--- src/rtl/uart_ctl_pkg.sv ---
`timescale 1ns/1ps
package uart_ctl_pkg;
  localparam int CTL_W   = 32;
  localparam int USED_W  = 9;

  // field positions seen by software
  localparam int P_RXRST = 0;
  localparam int P_TXRST = 1;
  localparam int P_RXON  = 2;
  localparam int P_RXOFF = 3;
  localparam int P_TXON  = 4;
  localparam int P_TXOFF = 5;
  localparam int P_RTO   = 6;
  localparam int P_BRKGO = 7;
  localparam int P_BRKHL = 8;

  // self-clearing command slots
  localparam int N_CMD = 3;
  localparam int CMD_POS   [N_CMD] = '{P_RXRST, P_TXRST, P_RTO};
  localparam bit CMD_FLUSH [N_CMD] = '{1'b1, 1'b1, 1'b0};
  localparam int SLOT_RX  = 0;
  localparam int SLOT_TX  = 1;
  localparam int SLOT_RTO = 2;
endpackage

--- src/rtl/uctl_cmd_slot.sv ---
`timescale 1ns/1ps
// One self-clearing command: a level request held until done, with an
// optional one-cycle flush pulse on start.
module uctl_cmd_slot #(
  parameter bit HAS_FLUSH = 1'b1
) (
  input  logic clk,
  input  logic rst,
  input  logic set_req,
  input  logic done,
  output logic pending,
  output logic flush
);
  logic start;
  assign start = set_req & ~pending;

  always_ff @(posedge clk) begin
    if (rst) begin
      pending <= 1'b0;
    end else if (pending) begin
      if (done) pending <= 1'b0;
    end else if (start) begin
      pending <= 1'b1;
    end
  end

  generate
    if (HAS_FLUSH) begin : g_flush
      always_ff @(posedge clk) begin
        if (rst) flush <= 1'b0;
        else     flush <= start;
      end
    end else begin : g_noflush
      assign flush = 1'b0;
    end
  endgenerate
endmodule

--- src/rtl/uctl_en_pair.sv ---
`timescale 1ns/1ps
// On/off bit pair with a registered effective enable; off dominates.
module uctl_en_pair #(
  parameter bit ON_INIT  = 1'b0,
  parameter bit OFF_INIT = 1'b1
) (
  input  logic clk,
  input  logic rst,
  input  logic load,
  input  logic on_d,
  input  logic off_d,
  output logic on_q,
  output logic off_q,
  output logic en_q
);
  always_ff @(posedge clk) begin
    if (rst) begin
      on_q  <= ON_INIT;
      off_q <= OFF_INIT;
      en_q  <= ON_INIT & ~OFF_INIT;
    end else if (load) begin
      on_q  <= on_d;
      off_q <= off_d;
      en_q  <= on_d & ~off_d;
    end
  end
endmodule

--- src/rtl/uctl_break.sv ---
`timescale 1ns/1ps
// Break request pair: go is accepted only while the written halt is 0.
module uctl_break (
  input  logic clk,
  input  logic rst,
  input  logic load,
  input  logic go_d,
  input  logic halt_d,
  output logic go_q,
  output logic halt_q
);
  always_ff @(posedge clk) begin
    if (rst) begin
      go_q   <= 1'b0;
      halt_q <= 1'b1;
    end else if (load) begin
      go_q   <= go_d & ~halt_d;
      halt_q <= halt_d;
    end
  end
endmodule

--- src/rtl/uart_ctl_reg.sv ---
`timescale 1ns/1ps
module uart_ctl_reg
  import uart_ctl_pkg::*;
#(
  parameter int DATA_W = CTL_W
) (
  input  logic              clk,
  input  logic              rst,
  input  logic              wr_en,
  input  logic [DATA_W-1:0] wr_data,
  input  logic              rd_en,
  output logic [DATA_W-1:0] rd_data,
  output logic              tx_enable,
  output logic              rx_enable,
  output logic              tx_rst_req,
  output logic              rx_rst_req,
  output logic              rto_restart_req,
  input  logic              tx_rst_done,
  input  logic              rx_rst_done,
  input  logic              rto_done,
  output logic              tx_flush,
  output logic              rx_flush,
  output logic              brk_go,
  output logic              brk_halt
);
  localparam int RSVD_W = DATA_W - USED_W;

  logic [N_CMD-1:0] done_vec, pend_vec, flush_vec;
  logic tx_on, tx_off, rx_on, rx_off;
  logic [DATA_W-1:0] image;

  assign done_vec[SLOT_RX]  = rx_rst_done;
  assign done_vec[SLOT_TX]  = tx_rst_done;
  assign done_vec[SLOT_RTO] = rto_done;

  generate
    for (genvar g = 0; g < N_CMD; g++) begin : g_cmd
      uctl_cmd_slot #(.HAS_FLUSH(CMD_FLUSH[g])) u_slot (
        .clk     (clk),
        .rst     (rst),
        .set_req (wr_en & wr_data[CMD_POS[g]]),
        .done    (done_vec[g]),
        .pending (pend_vec[g]),
        .flush   (flush_vec[g])
      );
    end
  endgenerate

  assign rx_rst_req      = pend_vec[SLOT_RX];
  assign tx_rst_req      = pend_vec[SLOT_TX];
  assign rto_restart_req = pend_vec[SLOT_RTO];
  assign rx_flush        = flush_vec[SLOT_RX];
  assign tx_flush        = flush_vec[SLOT_TX];

  uctl_en_pair #(.ON_INIT(1'b0), .OFF_INIT(1'b1)) u_tx_pair (
    .clk(clk), .rst(rst), .load(wr_en),
    .on_d(wr_data[P_TXON]), .off_d(wr_data[P_TXOFF]),
    .on_q(tx_on), .off_q(tx_off), .en_q(tx_enable)
  );

  uctl_en_pair #(.ON_INIT(1'b0), .OFF_INIT(1'b1)) u_rx_pair (
    .clk(clk), .rst(rst), .load(wr_en),
    .on_d(wr_data[P_RXON]), .off_d(wr_data[P_RXOFF]),
    .on_q(rx_on), .off_q(rx_off), .en_q(rx_enable)
  );

  uctl_break u_brk (
    .clk(clk), .rst(rst), .load(wr_en),
    .go_d(wr_data[P_BRKGO]), .halt_d(wr_data[P_BRKHL]),
    .go_q(brk_go), .halt_q(brk_halt)
  );

  always_comb begin
    image = '0;
    for (int g = 0; g < N_CMD; g++) image[CMD_POS[g]] = pend_vec[g];
    image[P_RXON]  = rx_on;
    image[P_RXOFF] = rx_off;
    image[P_TXON]  = tx_on;
    image[P_TXOFF] = tx_off;
    image[P_BRKGO] = brk_go;
    image[P_BRKHL] = brk_halt;
  end

  always_ff @(posedge clk) begin
    if (rst)        rd_data <= '0;
    else if (rd_en) rd_data <= image;
  end

  logic unused_bits;
  assign unused_bits = ^{wr_data[DATA_W-1 -: RSVD_W], flush_vec[SLOT_RTO]};
endmodule

--- config.mk ---
export PLATFORM = sky130hd
export DESIGN_NAME = uart_ctl_reg
export DESIGN_NICKNAME = d
export VERILOG_FILES = /design/src/rtl/uart_ctl_pkg.sv /design/src/rtl/uctl_cmd_slot.sv /design/src/rtl/uctl_en_pair.sv /design/src/rtl/uctl_break.sv /design/src/rtl/uart_ctl_reg.sv
export SDC_FILE = /design/constraint.sdc
export NUM_CORES = 1
export LEC_CHECK = 0
export ABC_AREA = 1
export CAP_MARGIN = 20
export CELL_PAD_IN_SITES_DETAIL_PLACEMENT = 2
export CELL_PAD_IN_SITES_GLOBAL_PLACEMENT = 2
export CORE_ASPECT_RATIO = 0.8
export CORE_MARGIN = 2
export CORE_UTILIZATION = 16
export CTS_CLUSTER_SIZE = 8
export DETAILED_ROUTE_END_ITERATION = 12
export PLACE_DENSITY = 0.78
export SLEW_MARGIN = 20
export SYNTH_ARGS = -nofsm -noshare
export SYNTH_HDL_FRONTEND = slang
export SYNTH_SLANG_ARGS = --single-unit
--- constraint.sdc ---
create_clock -name clk -period 1.05 [get_ports clk]
set_clock_uncertainty 0.15 [all_clocks]
set_input_delay 0.105 -clock clk [delete_from_list [all_inputs] [get_ports clk]]
set_output_delay 0.105 -clock clk [all_outputs]
set_load 0.01 [all_outputs]
==> results of run 1 <==
[flip-flops by register name, summed over array words and instances (netlist names)]
register and cells:
g_cmd.u_slot.flush 2, u_brk.go_q 1, u_tx_pair.en_q 1, u_tx_pair.off_q 1, u_rx_pair.off_q 1, u_brk.halt_q 1
u_rx_pair.on_q 1, u_rx_pair.en_q 1, rd_data 9, g_cmd.u_slot.pending 3, u_tx_pair.on_q 1
[routing by layer]
| layer | wire [um] | GRT usage, % |
|---|---|---|
| met5 | 0 | 0 |
| met1 | 1170 | 8.80 |
| met4 | 43 | 2.90 |
| met2 | 1470 | 14.4 |
| met3 | 160 | 1.78 |
[metrics by stage]
step | total power [uW] | util [%]
floorplan | 1180 | -
global placement | 1310 | 22.8
detailed placement | 1320 | 22.8
CTS | 2070 | 22.9
global route | 2150 | 23.0
finish | 2050 | 23.0
[logic make-up (layout without fill, tap and decap cells)]
kind of cell | Yosys count | count (layout)
other | 1 | 23
flip-flops | 22 | 22
AO/OA/AOI/OAI | 17 | 17
buffers and inverters | 37 | 63
AND/OR/NAND/NOR | 46 | 46
[worst reg2reg max path: cells and delay by family, from the launching register on]
family | cells | cell delay [ns]
buffers and inverters | 2 | 0.25
DFF | 1 | 0.33
and+or+nand+nor | 2 | 0.17
[synth_stat cells]
master,n
o21ai_2,6
dfxtp_1,22
buf_6,2
inv_2,1
buf_4,24
inv_1,8
o21ai_0,3
nand3_2,1
buf_12,1
nor2_1,14
nor2_2,7
nand2_1,16
conb_1,1
inv_6,1
nand2_4,1
nand3_1,7
a21oi_1,8
[power by group]
part	internal, uW	switching [uW]
sequential	890	24.9
clock	509	269
combinational	162	194
[placed cells by master, fill, tap and decap left out, types with 6 or more instances in the layout]
master	instances
buf_4	15
dfxtp_1	8
inv_1	7
dfxtp_2	14
buf_2	18
clkdlybuf4s50_1	14
nand3_1	7
nor2_2	7
nand2_1	16
a21oi_1	7
nor2_1	14
o21ai_2	6
conb_1	23
[cell type report]
class                           instances  share of cell area (%)
Clock buffer                            3                    2.85
Clock inverter                          1                    2.07
Inverter                               10                    2.93
Multi-Input combinational cell         86                    28.3
Sequential cell                        22                    31.6
Tap cell                               84                    7.25
Timing Repair Buffer                   49                    25.0
[how the worst min path moves through the flow]
| stage | start | to | slack [ns] | cells after the start |
|---|---|---|---|---|
| 4_1_cts | wr_en | g_cmd[1].u_slot.flush | 0.18 | 3 |
| 3_3_place_gp | u_rx_pair.off_q | u_rx_pair.off_q | 0.30 | 2 |
| 2_1_floorplan | wr_data[3] | u_rx_pair.off_q | 0.08 | 2 |
| 6_report | wr_en | g_cmd[1].u_slot.flush | 0.18 | 3 |
| 3_5_place_dp | u_rx_pair.off_q | u_rx_pair.off_q | 0.30 | 2 |
| 5_1_grt | wr_en | g_cmd[1].u_slot.flush | 0.19 | 3 |
[timing repair]
item	4_1_cts	5_1_grt
setup endpoints to repair	19	1
pin swaps	0	0
resized for setup	89	1
setup buffers	1	0
==> run_results.csv, run 1 <==
group,metric,value,unit
critical_path,cp.required,1.06,ns
critical_path,cp_top_family,"flip-flops",
die,start_util,16.3,%
finish,drive_gt1_share,41.5,%
critical_path,ff2ff_path_depth,4,
critical_path,cp_data_arrival_time,1.02,ns
clock_network,clock_latency,0.25,ns
drt,drcViolationCount,0,
timing,setup_ws,0.0447,ns
timing,setup_viol,0,
critical_path,crit_buf_inv,2,
synth,yosys_register_bits,22,
critical_path,path_depth,4,
critical_path,crit_end,"rd_data[7]",
power,p_per_area,1410,nW/um2
run_status,status,"complete, no violations",
die,die_area,7100,um2
finish,nFillCells,753,
timing,hold_viol_final,0,
finish,multi_input_area,410,um2
global_routing,antenna_found_initial,0,
die,io_pins,80,
finish,final_cells,255,
synth,synthAdderAreaFrac,0,%
placement,place_congestion,0.710,
global_routing,grt-ovfl-total,0,
timing,rsz0062_at_grt,"false",
timing,min_period,1.01,ns
timing,finalCritPeriodShare,95.7,%
die,core_area,6310,um2
power,peakVddDrop,0.356,mV
synth,yosysUniqueCellTypes,17,
critical_path,cp_cell_sequence,"buf_4 -> buf_4 -> nor2_1 -> nor2_2",
finish,seq_area,458,um2
synth,synth_xor_area_share,0,%
global_routing,grt.total_usage,7.74,%
min_path,min_path_type,"input pin to flip-flop",
power,leakagePower,0.000688,uW
finish,fin_area,1450,um2
finish,diodes,0,
drt,drtIter0Drc,32,
synth,ys_warn_count,0,
synth,yosys.area.top_type_share,42.8,%
synth,synth-compound-area-share,10.4,%
drt,wl_per_cell,11.1,um
clock_network,cts_root_buf,"clkbuf_8",
global_routing,grt_start_max_net_pins,14,
critical_path,reg2reg_from,"u_brk.go_q",
critical_path,r2r_slack,0.04,ns
drt,vias_per_cell,3.45,
synth,yosys-top-cells-area,"dfxtp_1 43%, buf_4 17%, nand2_1 5.8%",
critical_path,critical_path_class,"flip-flop to flip-flop",
clock_network,tritoncts,"done",
clock_network,clockBufferDepth,2,
timing,holdWs,0.179,ns
critical_path,setup.worst_path.start,"u_brk.go_q",
placement,pre_cts_ws,-0.242,ns
synth,synthMuxAreaShare,0,%
die,die_x,93.7,um
placement,dp.cells,250,
critical_path,worstSetupStartpointType,"flip-flop",
flow_run,maxCapViolCount,0,
synth,synth_largest_area_cell,"dfxtp_1",
global_routing,grt_pass1_wl,4280,um
critical_path,cpMostUsedCell,"buf_4",
drt,drt_wl_total,2840,um
synth,syn-mean-instance-area,8.37,um2
clock_network,cts_inserted_buffers,3,
clock_network,cts_sinks,22,
clock_network,ctsHoldBuffers,0,
synth,synth_area,1030,um2
critical_path,worst-path-max-fanout,2,
drt,drtPass1Iterations,3,
critical_path,crit_slowest_cell,"dfxtp_2",
synth,synthSimpleGateAreaFrac,20.7,%
placement,placed_area,1440,um2
synth,seq_area_frac_synth,42.8,%
critical_path,critical-path-max-stage-delay,0.33,ns
die,die_h,75.8,um
synth,syn_inst,123,
finish,nNetsFinal,211,
timing,clock.fmax,995,MHz
placement,detailed_place_hpwl,2200,um
finish,synthToLayoutAreaGrowth,40.8,%
clock_network,clk_pin_slew_worst_paths,0.09,ns
global_routing,grt_pass1_vias,891,
drt,ant_nets,0,
placement,io_buffers,33,
timing,fin_setup_tns,0,ns
drt,dr_total_vias,880,
die,rows,26,
critical_path,r2r-end,"rd_data[7]",
synth,synth_top_family_by_area,"buffers and inverters",
timing,drv_slew,0,
clock_network,htree_levels,1,
critical_path,endpoint_kind,"flip-flop",
Power figures use the tool's default switching activity.
==> inputs of run 2 (changes only) <==
--- a/config.mk
+++ b/config.mk
@@ -10,11 +10,10 @@
 export CELL_PAD_IN_SITES_DETAIL_PLACEMENT = 2
 export CELL_PAD_IN_SITES_GLOBAL_PLACEMENT = 2
 export CORE_ASPECT_RATIO = 0.8
-export CORE_MARGIN = 2
 export CORE_UTILIZATION = 16
 export CTS_CLUSTER_SIZE = 8
 export DETAILED_ROUTE_END_ITERATION = 12
-export PLACE_DENSITY = 0.78
+export PLACE_DENSITY = 0.81
 export SLEW_MARGIN = 20
 export SYNTH_ARGS = -nofsm -noshare
 export SYNTH_HDL_FRONTEND = slang
==> run 2 against run 1 <==
  * Sequential cell count did not move
  * Worst setup slack improved by 0.014 ns
  * Hold slack improved by 0.078 ns
  * Combinational power barely moved
  * Wire length fell by 9.2%
  * Highest routed layer unchanged
==> run_results.csv, run 2 (same netlist as run 1, synthesis figures left out) <==
group,metric,value,unit
finish,top_regs,"rd_data: 9 flops, g_cmd.u_slot.pending: 3 flops, g_cmd.u_slot.flush: 2 flops",
finish,seq_area,459,um2
timing,hold_viol_final,0,
timing,min_period,0.992,ns
die,core_area,6070,um2
finish,nFillCells,732,
clock_network,cts_inserted_buffers,3,
min_path,min_path_type,"input pin to flip-flop",
critical_path,setup.worst_path.start,"rd_en",
critical_path,endpoint_kind,"flip-flop",
global_routing,grt-ovfl-total,0,
placement,dp.cells,248,
drt,drtIter0Drc,16,
finish,final_cells,251,
finish,regMostFlops,"rd_data",
clock_network,clockBufferDepth,2,
drt,vias_per_cell,3.39,
clock_network,htree_levels,1,
die,die_x,91.7,um
placement,io_buffers,33,
power,leakagePower,0.000672,uW
clock_network,clk_pin_slew_worst_paths,0.08,ns
timing,drv_slew,0,
power,p_per_area,1270,nW/um2
clock_network,ctsHoldBuffers,0,
clock_network,cts_root_buf,"clkbuf_8",
clock_network,clock_latency,0.26,ns
die,start_util,17.0,%
min_path,hp-start,"wr_data[0]",
drt,ant_nets,0,
finish,largest_reg_flops,9,
die,io_pins,80,
finish,final_core_util,23.3,%
drt,drcViolationCount,0,
die,rows,25,
critical_path,cp_data_arrival_time,1.00,ns
clock_network,cts_sinks,22,
die,die_area,6760,um2
timing,finalCritPeriodShare,94.5,%
finish,multi_input_area,407,um2
placement,place_congestion,0.669,
critical_path,critical_path_class,"input pin to flip-flop",
power,clkPwrFrac,29.5,%
drt,drt_wl_total,2580,um
finish,mostFrequentLayoutCell,"conb_1",
timing,fin_setup_tns,0,ns
clock_network,postCtsSetupBuffers,0,
global_routing,grt_pass1_vias,830,
global_routing,grt.total_usage,7.92,%
die,die_h,73.8,um
drt,dr_total_vias,852,
power,pwr-share-comb,19.6,%
finish,nNetsFinal,211,
finish,synthToLayoutAreaGrowth,37.4,%
timing,setup_ws,0.0583,ns
timing,clock.fmax,1010,MHz
placement,pre_cts_ws,-0.219,ns
critical_path,worst-path-max-fanout,7,
global_routing,grt_pass1_wl,4080,um
power,peakVddDrop,0.366,mV
power,intPower,1310,uW
placement,detailed_place_hpwl,2090,um
drt,wl_per_cell,10.3,um
finish,diodes,0,
critical_path,worstSetupStartpointType,"input pin",
critical_path,cp.required,1.05,ns
global_routing,antenna_found_initial,0,
timing,rsz0062_at_grt,"false",
run_status,status,"complete, no violations",
global_routing,grt_start_max_net_pins,14,
finish,drive_gt1_share,41.2,%
power,switchingPower,488,uW
clock_network,tritoncts,"done",
power,p_sw_share,27.1,%
power,p_seq_share,50.8,%
critical_path,reg2reg_from,"g_cmd[1].u_slot.pending",
drt,drtPass1Iterations,2,
flow_run,maxCapViolCount,0,
finish,mostFrequentLayoutCells,"23 x conb_1, 18 x buf_2, 16 x nand2_1",
timing,setup_viol,0,
run 2: power by group through the flow:
stage               sequential, uW  clock (uW)  combinational [uW]
global placement               928           0                 383
floorplan                      950           0                 228
global route                   922         584                 390
detailed placement             929           0                 391
finish                         914         531                 353
CTS                            915         548                 357
run 2: metal layers:
metal  share of wire, %  GRT usage [%]  vias to the layer above
li1                   -              -                      431
met1                 39           8.68                      398
met2                 54           14.7                       21
met3                5.5           2.17                        2
met4               0.81           3.13                        0
met5                  0              0                        -
run 2: stage by stage:
step	power [uW]	area (um2)	hold slack, ns
6_report	1800	1420	0.256
2_1_floorplan	1180	1110	0.0813
4_1_cts	1820	1410	0.258
3_5_place_dp	1320	1440	0.302
5_1_grt	1900	1420	0.274
3_3_place_gp	1310	1440	0.300
run 2: area by class of cell:
class,instances,share of cell area [%]
well taps,81,7.16
clock buffers,3,2.92
flip-flops and latches,22,32.4
repair buffers,49,25.7
inverters,10,3.01
multi-input cells,86,28.7
run 2: critical path, stage by stage:
cell and delay [ns]:
clkdlybuf4s50_1 0.46, buf_4 0.19, o21ai_0 0.18, nor2_1 0.05
run 2: repair_timing:
item	4_1_cts	5_1_grt
hold endpoints to repair	0	0
resized for setup	87	2
endpoints found under the setup margin	18	2
run 2: final timing paths:
path	to	cells past startpoint	slack (ns)
max	rd_data[2]	4	0.06
max reg2reg	g_cmd[1].u_slot.pending	4	0.12
min	g_cmd[0].u_slot.flush	3	0.26
min reg2reg	u_rx_pair.off_q	2	0.32
